[src/rtl/pirq_pkg.sv]
package pirq_pkg;
  localparam int BANK_W   = 8;
  localparam int MODE_BIT = 7;

  typedef logic [BANK_W-1:0] bank_t;

  // Pending-and-enabled sources, optionally filtered by priority class.
  function automatic logic f_bank_hit(input bank_t flag, input bank_t en,
                                      input bank_t prio, input logic sel_hi);
    bank_t cls;
    cls = sel_hi ? prio : ~prio;
    return |(flag & en & cls);
  endfunction

  // Next flag value: software load first, then hardware events dominate.
  function automatic bank_t f_flag_next(input bank_t cur, input logic load,
                                        input bank_t wval, input bank_t evt);
    bank_t base;
    base = load ? wval : cur;
    return base | evt;
  endfunction
endpackage

[src/rtl/pirq_bank.sv]
module pirq_bank
  import pirq_pkg::*;
(
  input  logic  clk,
  input  logic  rst_n,
  input  bank_t evt,
  input  logic  ld_flag,
  input  logic  ld_en,
  input  logic  ld_prio,
  input  bank_t wval,
  output bank_t flag_q,
  output bank_t en_q,
  output bank_t prio_q,
  output logic  hit_any,
  output logic  hit_hi,
  output logic  hit_lo
);
  bank_t flag_d;

  always_comb flag_d = f_flag_next(flag_q, ld_flag, wval, evt);

  always_ff @(posedge clk or negedge rst_n) begin
    if (!rst_n) begin
      flag_q <= '0;
      en_q   <= '0;
      prio_q <= '1;
    end else begin
      flag_q <= flag_d;
      if (ld_en)   en_q   <= wval;
      if (ld_prio) prio_q <= wval;
    end
  end

  always_comb begin
    hit_any = |(flag_q & en_q);
    hit_hi  = f_bank_hit(flag_q, en_q, prio_q, 1'b1);
    hit_lo  = f_bank_hit(flag_q, en_q, prio_q, 1'b0);
  end

  AST_EVT_SETS_FLAG: assert property (@(posedge clk) disable iff (!rst_n)
    (evt != '0) |=> ((flag_q & $past(evt)) == $past(evt)));
  AST_NO_HW_CLEAR: assert property (@(posedge clk) disable iff (!rst_n)
    !ld_flag |=> (($past(flag_q) & ~flag_q) == '0));
  AST_SET_BEATS_CLEAR: assert property (@(posedge clk) disable iff (!rst_n)
    (ld_flag && evt != '0) |=> ((flag_q & $past(evt)) == $past(evt)));
endmodule

[src/rtl/pirq_route.sv]
module pirq_route #(
  parameter int NUM_BANKS = 2
) (
  input  logic                 clk,
  input  logic                 rst_n,
  input  logic [NUM_BANKS-1:0] bank_any,
  input  logic [NUM_BANKS-1:0] bank_hi,
  input  logic [NUM_BANKS-1:0] bank_lo,
  input  logic                 prio_mode,
  input  logic                 en_global,
  input  logic                 en_periph,
  output logic                 req_hi,
  output logic                 req_lo
);
  logic compat_req;
  logic split_hi;
  logic split_lo;

  always_comb begin
    compat_req = (|bank_any) & en_global & en_periph;
    split_hi   = (|bank_hi) & en_global;
    split_lo   = (|bank_lo) & en_periph;
    req_hi     = prio_mode ? split_hi : compat_req;
    req_lo     = prio_mode ? split_lo : 1'b0;
  end

  AST_COMPAT_LO_IDLE: assert property (@(posedge clk) disable iff (!rst_n)
    !prio_mode |-> !req_lo);
  AST_COMPAT_NEEDS_PERIPH: assert property (@(posedge clk) disable iff (!rst_n)
    (!prio_mode && !en_periph) |-> !req_hi);
  AST_HI_GATED: assert property (@(posedge clk) disable iff (!rst_n)
    !en_global |-> !req_hi);
  AST_LO_GATED: assert property (@(posedge clk) disable iff (!rst_n)
    !en_periph |-> !req_lo);
  AST_NO_SOURCE_NO_REQ: assert property (@(posedge clk) disable iff (!rst_n)
    (bank_any == '0) |-> (!req_hi && !req_lo));
endmodule

[src/rtl/pirq_ctrl.sv]
module pirq_ctrl
  import pirq_pkg::*;
#(
  parameter int NUM_BANKS = 2,
  parameter int ADDR_W    = 3
) (
  input  logic                        clk,
  input  logic                        rst_n,
  input  logic [NUM_BANKS*BANK_W-1:0] src_evt,
  input  logic                        wr_en,
  input  logic [ADDR_W-1:0]           addr,
  input  logic [BANK_W-1:0]           wdata,
  output logic [BANK_W-1:0]           rdata,
  input  logic                        en_global,
  input  logic                        en_periph,
  output logic                        req_hi,
  output logic                        req_lo
);
  localparam int EN_BASE   = NUM_BANKS;
  localparam int PRIO_BASE = 2 * NUM_BANKS;
  localparam int CTRL_ADDR = 3 * NUM_BANKS;

  bank_t flag_v [NUM_BANKS];
  bank_t en_v   [NUM_BANKS];
  bank_t prio_v [NUM_BANKS];
  logic [NUM_BANKS-1:0] b_any, b_hi, b_lo;
  logic prio_mode;
  logic ctrl_wr;

  assign ctrl_wr = wr_en && (addr == ADDR_W'(CTRL_ADDR));

  always_ff @(posedge clk or negedge rst_n) begin
    if (!rst_n)       prio_mode <= 1'b0;
    else if (ctrl_wr) prio_mode <= wdata[MODE_BIT];
  end

  for (genvar b = 0; b < NUM_BANKS; b++) begin : g_bank
    pirq_bank u_bank (
      .clk     (clk),
      .rst_n   (rst_n),
      .evt     (src_evt[b*BANK_W +: BANK_W]),
      .ld_flag (wr_en && (addr == ADDR_W'(b))),
      .ld_en   (wr_en && (addr == ADDR_W'(EN_BASE + b))),
      .ld_prio (wr_en && (addr == ADDR_W'(PRIO_BASE + b))),
      .wval    (wdata),
      .flag_q  (flag_v[b]),
      .en_q    (en_v[b]),
      .prio_q  (prio_v[b]),
      .hit_any (b_any[b]),
      .hit_hi  (b_hi[b]),
      .hit_lo  (b_lo[b])
    );
  end

  always_comb begin
    rdata = '0;
    for (int b = 0; b < NUM_BANKS; b++) begin
      if (addr == ADDR_W'(b))             rdata = flag_v[b];
      if (addr == ADDR_W'(EN_BASE + b))   rdata = en_v[b];
      if (addr == ADDR_W'(PRIO_BASE + b)) rdata = prio_v[b];
    end
    if (addr == ADDR_W'(CTRL_ADDR)) begin
      rdata           = '0;
      rdata[MODE_BIT] = prio_mode;
    end
  end

  pirq_route #(.NUM_BANKS(NUM_BANKS)) u_route (
    .clk       (clk),
    .rst_n     (rst_n),
    .bank_any  (b_any),
    .bank_hi   (b_hi),
    .bank_lo   (b_lo),
    .prio_mode (prio_mode),
    .en_global (en_global),
    .en_periph (en_periph),
    .req_hi    (req_hi),
    .req_lo    (req_lo)
  );

  AST_CTRL_RSVD_ZERO: assert property (@(posedge clk) disable iff (!rst_n)
    (addr == ADDR_W'(CTRL_ADDR)) |-> (rdata[MODE_BIT-1:0] == '0));
  AST_MODE_HOLDS: assert property (@(posedge clk) disable iff (!rst_n)
    !ctrl_wr |=> $stable(prio_mode));
endmodule

[config.mk]
export PLATFORM = sky130hd
export DESIGN_NAME = pirq_ctrl
export DESIGN_NICKNAME = d
export VERILOG_FILES = /design/src/rtl/pirq_pkg.sv /design/src/rtl/pirq_bank.sv /design/src/rtl/pirq_route.sv /design/src/rtl/pirq_ctrl.sv
export SDC_FILE = /design/constraint.sdc
export NUM_CORES = 1
export LEC_CHECK = 0
export ABC_AREA = 1
export CORE_UTILIZATION = 35
export CTS_BUF_LIST = sky130_fd_sc_hd__clkbuf_8 sky130_fd_sc_hd__clkbuf_16
export DETAILED_ROUTE_END_ITERATION = 6
export DONT_BUFFER_PORTS = 1
export GPL_ROUTABILITY_DRIVEN = 1
export PLACE_DENSITY = 0.46
export SYNTH_ARGS = -nofsm -noshare
export SYNTH_HDL_FRONTEND = slang
export SYNTH_SLANG_ARGS = --single-unit
export TNS_END_PERCENT = 20
[constraint.sdc]
create_clock -name clk -period 2.9 [get_ports clk]
set_input_delay 0.58 -clock clk [delete_from_list [all_inputs] [get_ports clk]]
set_output_delay 0.58 -clock clk [all_outputs]
set_load 0.01 [all_outputs]
==> Word level (Yosys, flattened, before mapping) <==
Index checks and enable logic that the tools add are counted.
{ "word_totals": {"regBits": 49, "output_inout_bits": 10, "word_cells": 49, "in_bits": 32} }
{ "op_classes": {"eq_ne": 6, "n_bitwise": 14, "n_mux": 11, "n_reduce_logical": 11} }
{ "ops": {"columns": ["cell", "count"], "rows": [
  ["two-way mux 8 bit", 9],
  ["bitwise AND 8 bit", 6],
  ["OR reduction 16 bit", 3],
  ["NOT 8 bit", 2],
  ["bitwise OR 8 bit", 2],
  ["equality test 3 bit (second input constant)", 3],
  ["logical AND 1 bit", 7],
  ["equality test 3 x 2 -> 1 bit (second input constant)", 2],
  ["bitwise AND 1 bit", 4],
  ["equality test 3 x 1 -> 1 bit (second input constant)", 1],
  ["zero test 3 bit", 1],
  ["two-way mux 1 bit", 2]
]} }

==> Depth between registers and ports, before layout <==
{ "depth": {"word_depth": 8, "depth_mapped": 9, "ltp_nobuf": 9} }

==> Modules after synthesis <==
Synthesis repeated with hierarchy kept, for this count alone.
{ "hier_totals": {"hier_cells": 399, "area_unflattened_um2": 2959.1} }
{ "modules_own_cells": {"columns": ["module", "area_per_inst_um2", "cells_each", "seq_area_each_um2", "n_inst"], "rows": [
  ["pirq_bank", 1146.1, 127, 610.6, 2],
  ["pirq_ctrl", 621.8, 135, 25.0, 1],
  ["pirq_route", 45.0, 10, 0.0, 1]
]} }

==> Worst setup path before layout <==
OpenSTA, ideal clock, no wires.
{ "synth_path": {"kind": "input to output", "start": "in addr[0]", "end": "out rdata[2]", "slack_ns": 0.954, "stages": 7, "path_buffers": 1, "arrival_time_ns": 1.366, "required_ns": 2.320, "path_cell_list": "inv_2 -> nor2_1 -> nand2_1 -> clkbuf_1 -> or2_2 -> nand2_1 -> inv_1"} }
{ "synth_via": {"elab_chain_len": 8, "elab_cells_between_ends": 14, "classes_between": "eq/ne (6); mux (7); reduce/logical (1)"} }
{ "synth_lines": {"columns": ["element", "line_no", "source"], "rows": [
  ["start: declaration", "pirq_ctrl.sv:11", "input logic [ADDR_W-1:0] addr,"],
  ["zero test 3 bit", "pirq_ctrl.sv:58", "if (addr == ADDR_W'(b)) rdata = flag_v[b];"],
  ["two-way mux 8 bit", "pirq_ctrl.sv:58", null],
  ["two-way mux 8 bit", "pirq_ctrl.sv:59", "if (addr == ADDR_W'(EN_BASE + b)) rdata = en_v[b];"],
  ["two-way mux 8 bit", "pirq_ctrl.sv:60", "if (addr == ADDR_W'(PRIO_BASE + b)) rdata = prio_v[b];"],
  ["two-way mux 8 bit", "pirq_ctrl.sv:58", null],
  ["two-way mux 8 bit", "pirq_ctrl.sv:59", null],
  ["two-way mux 8 bit", "pirq_ctrl.sv:60", null],
  ["two-way mux 8 bit *", "pirq_ctrl.sv:62", "if (addr == ADDR_W'(CTRL_ADDR)) begin"],
  ["end: declaration", "pirq_ctrl.sv:13", "output logic [BANK_W-1:0] rdata,"]
]} }
Mark *: on every way between the ends. The rest lies on a longest branch, timed or not.

==> Final worst setup path <==
{ "layout_path": {"start": "in addr[0]", "end": "out rdata[4]"} }
The elaborated chain is that of the path after synthesis.

==> flow_metrics.tcl <==
set metrics [dict create \
    status "finished, final reports clean" \
    synth.mux.area_fraction_pct 0 \
    synth_nets 402 \
    clockBufferDepth 2 \
    synth_area_per_cell_um2 7.31 \
    end_kind "output port" \
    cp_max_fo 13 \
    slew_viol_final 0 \
    design_area_um2 2910 \
    ys_seq_area_share_pct 46.1 \
    viasPerCell 5.03 \
    cp-start-kind "primary input" \
    layout_min_cycle_time_ps 2120 \
    grt_usage_pct 19.8 \
    core_um2 7370 \
    drc_errors 0 \
    cts_max_level 2 \
    yosys_warnings 0 \
    setup_viol 0 \
    synth_edf_count 0 \
    die_w_um 89.9 \
    synth_xor_area_share_pct 0 \
    ios 42 \
    ant_nets 0 \
    dp_hpwl_mm 5.57 \
    post_cts_buffers 0 \
    max_freq_ghz 0.472 \
    hp-class "primary input to async pin" \
    final_util_pct 39.5 \
    setup_ws_ps 779 \
    rsz0062_at_grt "false" \
    finClkSkew_ps 0 \
    dieArea_um2 8080 \
    clk_latency_ps 300 \
    place_ws_ps 736 \
    place_area_um2 2770 \
    clk_pin_slew_ps 90 \
    root_buffer "clkbuf_8" \
    peakVddDrop_mv 0.215 \
    maxCapViolCount 0 \
    cp.arrival_ps 1540 \
    wl_per_cell_um 15.9 \
    syn2layout_area_growth_pct 7.72 \
    grt_pass1_vias 2351 \
    syn_area_um2 2710 \
    final.fill_count 797 \
    async_flop_share_pct 100 \
    start_util_pct 36.7 \
    syn-instance-count 370 \
    drtIter0Drc 115 \
    place_congestion 0.788 \
    num_antenna_cells 0 \
    grt_max_degree 34 \
    drt-total-wl_mm 7.50 \
    timing.final.crit_share_pct 73.1 \
    hold_viol 0 \
    relSlewSlack_pct 66.7 \
    synth.distinct_cells 22 \
    final-seq-area_um2 1250 \
    final_layout_size_suffix_gt1_share_pct 10.8 \
    fin_setup_tns_ps 0 \
    p_leak_nw 1.35 \
    multiInputGateArea_um2 1240 \
    synth_compound_gate_area_share_pct 13.7 \
    powerDensity_nw_per_um2 616 \
    cp.required_ps 2320 \
    synthAdderAreaFrac_pct 0 \
    overflow 0 \
    num_vias 2368 \
    synth_ff_type "dfrtp_1" \
    synth_simple_gate_area_share_pct 32.2 \
    row_count 31 \
    ys_seq_elements 49 \
    crit_start "addr[0]" \
    die_h_um 89.9 \
    cts_sinks 49 \
    tritoncts "built" \
    regToRegEndpoint "g_bank[0].u_bank.flag_q[7]" \
    rrSetupSlack_ps 2080 \
    cts_buffers 5 \
    grt_first_pass_wirelength_mm 12.4 \
    portBuffers 0 \
    antenna_found_initial 0 \
    worstMarginPinSlew_ps 499 \
    worstReg2RegStart "g_bank[0].u_bank.flag_q[7]" \
    rr_worst_depth 1 \
    synth_top_family_by_area "simple AND/OR/NAND/NOR gates" \
    drt_pass1_iterations 4 \
    path_class "primary input to output port" \
    final_nets 403 \
]
-- flip-flops by register name, indices dropped and copies added, names as in the netlist --
register and cells:
g_bank.u_bank.en_q 16, g_bank.u_bank.flag_q 16, g_bank.u_bank.prio_q 16, prio_mode 1
-- cell families after synthesis --
family | after synthesis
DFF | 49
and+or+nand+nor | 205
AOI/OAI and AO/OA | 66
buffers and inverters | 50
-- final cells by class --
cell class	instances	area share [%]
Timing Repair Buffer	1	0.687
Sequential cell	49	42.8
Inverter	43	5.54
Clock buffer	6	2.83
Clock inverter	2	1.29
Tap cell	99	4.25
Multi-Input combinational cell	271	42.6
-- critical path: stages --
cell,delay (ps)
inv_2,30
nor2_1,120
nand2_1,280
or2_2,380
nand2_1,80
inv_1,70
-- power by group --
| part | internal [mW] | leakage [nW] | total [mW] | switching [mW] |
|---|---|---|---|---|
| combinational | 0.135 | 0.770 | 0.347 | 0.212 |
| sequential | 0.810 | 0.527 | 0.926 | 0.117 |
| clock | 0.281 | 0.0574 | 0.522 | 0.241 |
| total | 1.23 | 1.35 | 1.80 | 0.570 |
-- worst max path at each step --
stage | cells after the start | endpoint
after global placement | 8 | rdata[4]
after global routing | 8 | rdata[2]
after CTS | 8 | rdata[3]
after detailed placement | 8 | rdata[3]
final | 6 | rdata[4]
after floorplan | 7 | rdata[2]
-- timing repair --
| item | 4_1_cts | 5_1_grt |
|---|---|---|
| hold buffers | 1 | 0 |
| hold endpoints to repair | 33 | 0 |
| resized for setup | 0 | 0 |
-- Yosys cell counts (3+ instances only) --
| library cell | count | area (µm²) |
|---|---|---|
| o22ai_1 | 8 | 50.1 |
| inv_1 | 40 | 150 |
| nand3_1 | 20 | 100 |
| and2_1 | 6 | 37.5 |
| a21oi_1 | 9 | 45.0 |
| nand2_1 | 133 | 499 |
| nor2_1 | 23 | 86.3 |
| a211o_1 | 8 | 70.1 |
| buf_6 | 3 | 33.8 |
| nand4_1 | 11 | 68.8 |
| dfstp_2 | 16 | 420 |
| nand2_2 | 4 | 25.0 |
| o21ai_0 | 36 | 180 |
| dfrtp_1 | 33 | 826 |
| or2_2 | 6 | 37.5 |
| o21ai_1 | 5 | 25.0 |
| inv_2 | 3 | 11.3 |
-- per-stage QoR --
stage               cells  hold slack [ps]  power, mW
CTS                   471             96.1       1.82
global placement      462              286       1.27
finish                471              104       1.80
global route          471             85.3       1.91
floorplan             370              284       1.17
detailed placement    462              286       1.28
-- placed cells by master (no fill, tap or decap), drive strengths merged --
cell type and n:
nand2 137, inv 43, nand4 11, dfrtp 33
dfstp 16, o22ai 8, or2 6, a21oi 9
a211o 8, bufinv 1, o21ai 41, nand3 20
nor2 25, clkinvlp 1, and2 6, clkbuf 6
buf 1
-- layer usage --
metal	vias to the layer above	GRT usage [%]	part of all wire [%]
li1	1191	-	-
met1	1126	26.7	48
met2	47	32.3	47
met3	4	3.72	3.3
met4	0	5.91	1.2
met5	-	0	0
Power figures use the tool's default switching activity.
